<file path="src/rtl/dram_ref_pkg.sv">
package dram_ref_pkg;

  typedef enum logic [2:0] {
    ST_IDLE,
    ST_REQ,
    ST_ACT,
    ST_RAS,
    ST_PRE,
    ST_RP
  } ref_state_e;

  typedef enum logic [1:0] {
    OP_NONE = 2'b00,
    OP_ACT  = 2'b01,
    OP_PRE  = 2'b10
  } ref_op_e;

endpackage

</file>
<file path="src/rtl/ref_period_timer.sv">
module ref_period_timer #(
  parameter int PERIOD_CYC = 256,
  parameter int ROWS       = 8
) (
  input  logic clk,
  input  logic rst_n,
  output logic period_start,
  output logic slot_start
);

  localparam int SLOT_CYC = PERIOD_CYC / ROWS;
  localparam int CNT_W    = (PERIOD_CYC > 1) ? $clog2(PERIOD_CYC) : 1;
  localparam int SLOT_W   = (SLOT_CYC > 1) ? $clog2(SLOT_CYC) : 1;

  logic [CNT_W-1:0] period_cnt_q, period_cnt_d;

  always_comb begin
    if (period_cnt_q == CNT_W'(PERIOD_CYC - 1)) period_cnt_d = '0;
    else                                         period_cnt_d = period_cnt_q + 1'b1;
  end

  always_ff @(posedge clk or negedge rst_n) begin
    if (!rst_n) period_cnt_q <= '0;
    else        period_cnt_q <= period_cnt_d;
  end

  assign period_start = (period_cnt_q == '0);

  generate
    if (SLOT_CYC > 1) begin : g_slot_cnt
      logic [SLOT_W-1:0] slot_cnt_q, slot_cnt_d;

      always_comb begin
        if (slot_cnt_q == SLOT_W'(SLOT_CYC - 1)) slot_cnt_d = '0;
        else                                      slot_cnt_d = slot_cnt_q + 1'b1;
      end

      always_ff @(posedge clk or negedge rst_n) begin
        if (!rst_n) slot_cnt_q <= '0;
        else        slot_cnt_q <= slot_cnt_d;
      end

      assign slot_start = (slot_cnt_q == '0);
    end else begin : g_slot_every
      assign slot_start = 1'b1;
    end
  endgenerate

endmodule

</file>
<file path="src/rtl/ref_credit.sv">
module ref_credit #(
  parameter int ROWS = 8
) (
  input  logic clk,
  input  logic rst_n,
  input  logic burst_mode,
  input  logic period_start,
  input  logic slot_start,
  input  logic row_done,
  output logic owed_any
);

  localparam int PEND_W = $clog2(ROWS + 1);
  localparam int SUM_W  = $clog2(2 * ROWS + 1);

  logic [PEND_W-1:0] owed_q, owed_d;
  logic [SUM_W-1:0]  add_w, sum_w;
  logic              owed_en;

  always_comb begin
    add_w = '0;
    if (burst_mode && period_start)       add_w = SUM_W'(ROWS);
    else if (!burst_mode && slot_start)   add_w = SUM_W'(1);
    sum_w = SUM_W'(owed_q) + add_w - SUM_W'(row_done);
    if (sum_w > SUM_W'(ROWS)) owed_d = PEND_W'(ROWS);
    else                      owed_d = sum_w[PEND_W-1:0];
    owed_en = (add_w != '0) || row_done;
  end

  always_ff @(posedge clk or negedge rst_n) begin
    if (!rst_n)       owed_q <= '0;
    else if (owed_en) owed_q <= owed_d;
  end

  assign owed_any = (owed_q != '0);

endmodule

</file>
<file path="src/rtl/ref_seq.sv">
module ref_seq
  import dram_ref_pkg::*;
#(
  parameter int ROWS  = 8,
  parameter int T_RAS = 4,
  parameter int T_RP  = 3
) (
  input  logic                                   clk,
  input  logic                                   rst_n,
  input  logic                                   owed_any,
  input  logic                                   ref_gnt,
  output logic                                   ref_req,
  output logic                                   cmd_valid,
  output logic [1:0]                             cmd_op,
  output logic [((ROWS > 1) ? $clog2(ROWS) : 1)-1:0] cmd_row,
  output logic                                   bank_busy,
  output logic                                   row_done
);

  localparam int ROW_W  = (ROWS > 1) ? $clog2(ROWS) : 1;
  localparam int MAXW   = (T_RAS > T_RP) ? T_RAS : T_RP;
  localparam int WAIT_W = $clog2(MAXW + 1);

  ref_state_e        state_q, state_d;
  logic [WAIT_W-1:0] wait_q, wait_d;
  logic              wait_en;
  logic [ROW_W-1:0]  row_q, row_d;
  logic              row_en;

  always_comb begin
    state_d = state_q;
    wait_d  = wait_q;
    wait_en = 1'b0;
    unique case (state_q)
      ST_IDLE: if (owed_any) state_d = ST_REQ;
      ST_REQ:  if (ref_gnt)  state_d = ST_ACT;
      ST_ACT: begin
        state_d = ST_RAS;
        wait_d  = WAIT_W'(T_RAS - 2);
        wait_en = 1'b1;
      end
      ST_RAS: begin
        if (wait_q == '0) state_d = ST_PRE;
        else begin
          wait_d  = wait_q - 1'b1;
          wait_en = 1'b1;
        end
      end
      ST_PRE: begin
        state_d = ST_RP;
        wait_d  = WAIT_W'(T_RP - 2);
        wait_en = 1'b1;
      end
      ST_RP: begin
        if (wait_q == '0) state_d = ST_IDLE;
        else begin
          wait_d  = wait_q - 1'b1;
          wait_en = 1'b1;
        end
      end
      default: state_d = ST_IDLE;
    endcase
  end

  assign row_done = (state_q == ST_RP) && (wait_q == '0);

  always_comb begin
    row_en = row_done;
    if (row_q == ROW_W'(ROWS - 1)) row_d = '0;
    else                           row_d = row_q + 1'b1;
  end

  always_ff @(posedge clk or negedge rst_n) begin
    if (!rst_n) begin
      state_q <= ST_IDLE;
      wait_q  <= '0;
      row_q   <= '0;
    end else begin
      state_q <= state_d;
      if (wait_en) wait_q <= wait_d;
      if (row_en)  row_q  <= row_d;
    end
  end

  always_comb begin
    ref_req   = (state_q == ST_REQ);
    cmd_valid = (state_q == ST_ACT) || (state_q == ST_PRE);
    cmd_op    = OP_NONE;
    if (state_q == ST_ACT) cmd_op = OP_ACT;
    if (state_q == ST_PRE) cmd_op = OP_PRE;
    bank_busy = (state_q == ST_ACT) || (state_q == ST_RAS) ||
                (state_q == ST_PRE) || (state_q == ST_RP);
    cmd_row   = row_q;
  end

endmodule

</file>
<file path="src/rtl/dram_refresh_ctrl.sv">
module dram_refresh_ctrl #(
  parameter int ROWS       = 8,
  parameter int PERIOD_CYC = 256,
  parameter int T_RAS      = 4,
  parameter int T_RP       = 3
) (
  input  logic                                   clk,
  input  logic                                   rst_n,
  input  logic                                   burst_mode,
  output logic                                   ref_req,
  input  logic                                   ref_gnt,
  output logic                                   cmd_valid,
  output logic [1:0]                             cmd_op,
  output logic [((ROWS > 1) ? $clog2(ROWS) : 1)-1:0] cmd_row,
  output logic                                   bank_busy
);

  logic period_start;
  logic slot_start;
  logic row_done;
  logic owed_any;

  ref_period_timer #(
    .PERIOD_CYC (PERIOD_CYC),
    .ROWS       (ROWS)
  ) u_timer (
    .clk          (clk),
    .rst_n        (rst_n),
    .period_start (period_start),
    .slot_start   (slot_start)
  );

  ref_credit #(
    .ROWS (ROWS)
  ) u_credit (
    .clk          (clk),
    .rst_n        (rst_n),
    .burst_mode   (burst_mode),
    .period_start (period_start),
    .slot_start   (slot_start),
    .row_done     (row_done),
    .owed_any     (owed_any)
  );

  ref_seq #(
    .ROWS  (ROWS),
    .T_RAS (T_RAS),
    .T_RP  (T_RP)
  ) u_seq (
    .clk       (clk),
    .rst_n     (rst_n),
    .owed_any  (owed_any),
    .ref_gnt   (ref_gnt),
    .ref_req   (ref_req),
    .cmd_valid (cmd_valid),
    .cmd_op    (cmd_op),
    .cmd_row   (cmd_row),
    .bank_busy (bank_busy),
    .row_done  (row_done)
  );

endmodule

</file>
<file path="config.mk">
export PLATFORM = sky130hd
export DESIGN_NAME = dram_refresh_ctrl
export DESIGN_NICKNAME = d
export VERILOG_FILES = /design/src/rtl/dram_ref_pkg.sv /design/src/rtl/ref_period_timer.sv /design/src/rtl/ref_credit.sv /design/src/rtl/ref_seq.sv /design/src/rtl/dram_refresh_ctrl.sv
export SDC_FILE = /design/constraint.sdc
export NUM_CORES = 1
export LEC_CHECK = 0
export CAP_MARGIN = 30
export CELL_PAD_IN_SITES_DETAIL_PLACEMENT = 0
export CELL_PAD_IN_SITES_GLOBAL_PLACEMENT = 1
export CORE_MARGIN = 2
export CORE_UTILIZATION = 44
export CTS_CLUSTER_SIZE = 10
export DETAILED_ROUTE_END_ITERATION = 8
export DONT_BUFFER_PORTS = 1
export GPL_ROUTABILITY_DRIVEN = 0
export GPL_TIMING_DRIVEN = 0
export PLACE_DENSITY_LB_ADDON = 0.1
export SYNTH_ARGS = -nofsm -noshare
export SYNTH_HDL_FRONTEND = slang
export SYNTH_SLANG_ARGS = --single-unit
</file>
<file path="constraint.sdc">
create_clock -name clk -period 2.8 [get_ports clk]
set_input_delay 0.42 -clock clk [delete_from_list [all_inputs] [get_ports clk]]
set_output_delay 0.42 -clock clk [all_outputs]
set_load 0.02 [all_outputs]
</file>
; Word-level counts from Yosys, hierarchy flattened
; Index checks and enable logic that the tools add are counted.
; Widths: inputs -> output; s select.
[classes]
n_reduce_logical = 20
addsub = 6
eq_ne = 13
n_lt_le_gt_ge = 1
mux = 17
[op_table]
columns = op, count
row1 = $mux 3, 6
row2 = $pmux 3 s6, 1
row3 = $eq 3x3->1 const B, 3
row4 = $pmux 3 s3, 1
row5 = $add 8x1->8 const B, 1
row6 = $eq 8x8->1 const B, 1
row7 = $logic_not 8->1, 1
row8 = $mux 4, 2
row9 = $mux 8, 1
row10 = $eq 3x2->1 const B, 2
row11 = $logic_not 3->1, 2
row12 = $ne 2x2->1 const B, 3
row13 = $add 4x4->5, 1
row14 = $add 5x1->5 const B, 1
row15 = $eq 5x5->1 const B, 1
row16 = $gt 5x4->1 const B, 1
row17 = $logic_not 5->1, 1
row18 = $logic_or 1x1->1, 5
row19 = $mux 5, 1
row20 = $reduce_bool 5->1, 1
row21 = $sub 5x1->5, 1
row22 = $ne 2x1->1 const B, 2
row23 = $reduce_and 4->1, 1
row24 = $reduce_bool 4->1, 1
row25 = 11 further kinds, 16
[totals]
register_bits = 26
out_inout_bits = 8
input_bits = 4

; Logic depth before layout (Yosys ltp)
[depth]
ltp_word = 8
depth_mapped = 15
ltp_nobuf = 15

; Cells and area by module
; A second synthesis with hierarchy kept.
[unflattened]
hier_cells = 154
area_unflattened_um2 = 1626.6
[modules_own_cells]
columns = module, cells_each, instances, seq_area_each_um2, area_per_inst_um2
row1 = ref_seq, 60, 1, 225.2, 628.1
row2 = ref_period_timer, 53, 1, 325.3, 599.3
row3 = ref_credit, 41, 1, 100.1, 399.1

; Least setup slack after synthesis
; No wires, ideal clock.
[synth_path]
path_kind = reg-to-reg
startpoint = reg u_seq.wait_q[0]
endpoint = reg u_credit.owed_q[2]
setup_time_ps = 121
path_slack_ps = -130
stages_incl_launch_ff = 16
t_arrival_ps = 2808
path_cell_list = dfrtp_1 -> inv_1 -> ha_1 -> ha_1 -> nand3_1 -> inv_1 -> ha_1 -> inv_1 -> ha_1 -> inv_1 -> fa_1 -> nand2b_1 -> a21oi_1 -> xor2_1 -> nor3_4 -> a32o_2
[synth_via]
elab_chain_cells = 5
word_cells_on_any_way = 6
cone_classes = add/sub (1) / order compare (1) / mux (1) / reduce/logical (3)
[synth_lines]
columns = item, line
row1 = from (decl), ref_seq.sv:25  ; logic [WAIT_W-1:0] wait_q, wait_d;
row2 = from (signal assigned), ref_seq.sv:80  ; if (wait_en) wait_q <= wait_d;
row3 = $logic_not 3->1 (*), ref_seq.sv:65  ; assign row_done = (state_q == ST_RP) && (wait_q == '0);
row4 = $logic_and 1x1->1 (*), ref_seq.sv:65
row5 = net row_done, dram_refresh_ctrl.sv:20  ; logic row_done;
row6 = $sub 5x1->5, ref_credit.sv:24  ; sum_w = SUM_W'(owed_q) + add_w - SUM_W'(row_done);
row7 = $gt 5x4->1, ref_credit.sv:25  ; if (sum_w > SUM_W'(ROWS)) owed_d = PEND_W'(ROWS);
row8 = $mux 4, ref_credit.sv:25
row9 = to (signal assigned), ref_credit.sv:32  ; else if (owed_en) owed_q <= owed_d;
row10 = to (decl), ref_credit.sv:16  ; logic [PEND_W-1:0] owed_q, owed_d;
; The timed path passes the listed nets; every way through them passes the cells marked *.
; A chain may end at the register's enable or synchronous reset.

; Worst setup path in the final report
; Ends and elaborated chain as after synthesis.

==> impl_metrics.toml <==
[timing]
final.min_clock_period_ps = 2700
hold_viol = 0
slew_headroom = 0.546
setup_viol = 0
max_freq_mhz = 371
slew_violations = 0
worst_slew_pin_slew_ps = 679
layout_setup_ws_ps = 104
finalClockSkew_ps = 5.28
period_share = 0.963

[synthesis]
synthFlopType = "dfrtp_1"
synth_top_area_frac = 0.438
synth_top_area_cell = "dfrtp_1"
yosys-top-cells-area = "dfrtp_1 44%, ha_1 13%, inv_1 5.1%"
synth_area_per_cell_um2 = 9.78
synthDistinctLibCells = 35
synthesis.nets = 172
syn_inst = 152
synth_seq_area_share = 0.438
synth_warnings = 0
synth_seq_cells = 26
netlist_area_um2 = 1490
synth_edf_count = 0
ys_async_sr_fraction = 1.00

[die]
io-pin-count = 12
start_util = 0.453
rows = 21
core_um2 = 3280
die_area_um2 = 3860
dieHeight_um = 62.1
die_w_um = 62.1

[routing]
wirelength_mm = 2.70
vias = 1062
first_pass_iters = 4
drc_errors = 0
ant_nets = 0
drt-initial-drc-count = 79
wl_per_cell_um = 12.8
avgViaCountPerCell = 5.03

[worst_setup_path]
worstPathArrival_ps = 2920
crit_family = "adder cells"
startpoint_type = "flop"
cp_max_fo = 4
max_stage_delay_ps = 400
worst-endpoint-required_ps = 3020
cpMaxStageDelayCell = "dfrtp_1"
crit_type = "reg -> reg"
cp_num_buf_inv = 4
endpoint_kind = "flop"
path_cells = "inv_2 -> ha_4 -> ha_4 -> nand3_4 -> inv_1 -> ha_1 -> inv_1 -> ha_2 -> inv_2 -> fa_2 -> nand2b_4 -> a21oi_4 -> xor2_2 -> nor3_4 -> a32o_2"

[flow_run]
cap_viol_max_count = 0

[cells_and_area]
seq_area_um2 = 651
utilization = 0.529
drive_gt1_frac = 0.182
final_cells = 211
finish.net_count = 186
final_common_cell = "dfrtp_1"
nFillCells = 305
multi_input_area_um2 = 816
syn_to_final_growth_pct = 16.8
diodes = 0
final_cell_mix = "26 x dfrtp_1, 18 x inv_1, 13 x nor2_1"

[pwr]
peakVddDrop_mv = 0.304
power_density_nw_per_um2 = 917
power_leakage_nw = 0.849
total_power_mw = 1.59

[clock_tree]
clkLatencyLatePin_ps = 320
cts_buffers = 3
path_clk_slew_ps = 150
h-tree-depth = 1
cts_tree = "done"
clock_path_buffers = 2
ctsRootBufferMaster = "clkbuf_4"
clock_sinks = 26

[place]
dp.cells = 198
dp_hpwl_mm = 1.94
portBuffers = 0
place_ws_ps = -256

[grt]
grt.overflow.total = 0
grt_pass1_vias = 1088
grt_max_degree = 27
grt_usage = 0.154
antenna_found_initial = 0
grt_pass1_wl_mm = 4.84

[hold_path]
holdCritPathClass = "in -> reg"

[status]
status = "complete, no violations"
==> kinds of logic after synthesis <==
logic type,Yosys count,synth area share
AO/OA/AOI/OAI,27,0.117
flip-flops,26,0.438
buffers and inverters,23,0.0606
XOR/XNOR,9,0.0530
adder cells (fa/ha/maj),16,0.140
multiplexers,1,0.00758
AND/OR/NAND/NOR,50,0.184
==> sequential cells by signal (all words and copies together) (netlist names) <==
register / count
u_timer.period_cnt_q: 8
u_credit.owed_q: 4
u_seq.cmd_row: 3
u_seq.state_q: 3
u_seq.wait_q: 3
u_timer.g_slot_cnt.slot_cnt_q: 5
==> synthesized netlist by cell type, types with 3 or more instances <==
cell type and n:
dfrtp_1 26, inv_1 20, ha_1 15, nor2_1 13, nand2_1 11, a21oi_1 10, nand2b_1 7, o21ai_0 6
xnor2_1 5, nand3_1 4, xor2_1 4, a22o_1 3
==> area by class of cell <==
type,instances,area share
multi-input combinational,103,0.470
inverter,20,0.0432
clock buffer,4,0.0209
buffer,3,0.0108
tap,46,0.0331
sequential,26,0.375
timing repair buffer,9,0.0476
==> worst register-to-register path: cells and delay by family, from the launching register on <==
| kind | cells | cell delay (ps) |
|---|---|---|
| adders and majority gates | 5 | 1120 |
| xor gates and xnor gates | 1 | 190 |
| and+or+nand+nor | 3 | 300 |
| AOI/OAI and AO/OA | 2 | 380 |
| DFF | 1 | 400 |
| buffers and inverters | 4 | 210 |
==> power breakdown <==
part / switching, mW / internal, mW
Clock: 0.113 / 0.0795
Combinational: 0.469 / 0.381
Sequential: 0.0926 / 0.458
==> repair_timing <==
| item | 4_1_cts | 5_1_grt |
|---|---|---|
| hold buffers | 2 | 0 |
| pin swaps | 2 | 7 |
| buffers inserted | 2 | 5 |
| endpoints found under the setup margin | 4 | 3 |
| resized for setup | 9 | 5 |
| hold endpoints to repair | 26 | 0 |
==> path summary, 6_finish.rpt <==
check / to / cells after the start / from / slack (ps)
worst min-delay path: u_seq.state_q[1] / 2 / ref_gnt / 240
min in group asynchronous: u_credit.owed_q[3] / 2 / rst_n / 510
worst max register to register: u_credit.owed_q[2] / 15 / u_seq.wait_q[0] / 100
max in group asynchronous: u_timer.period_cnt_q[3] / 2 / rst_n / 2140
worst min register to register: u_timer.period_cnt_q[0] / 1 / u_timer.period_cnt_q[0] / 490
worst max-delay path: u_credit.owed_q[2] / 15 / u_seq.wait_q[0] / 100
==> metrics by stage <==
step,TNS [ps],hold slack (ps),cell area (µm²)
2_1_floorplan,0,124,1490
3_3_place_gp,-658,125,1550
3_5_place_dp,-687,126,1550
4_1_cts,0,237,1680
5_1_grt,-0.159,264,1740
6_report,0,238,1740
==> per-layer routing <==
layer  part of all wire  global-route usage  vias up
li1                   -                   -      535
met1               0.48               0.201      514
met2               0.48               0.258       11
met3              0.032              0.0362        2
met4             0.0078              0.0417        0
met5                  0                   0        -
Note: power is estimated with default switching activity, not from simulation.
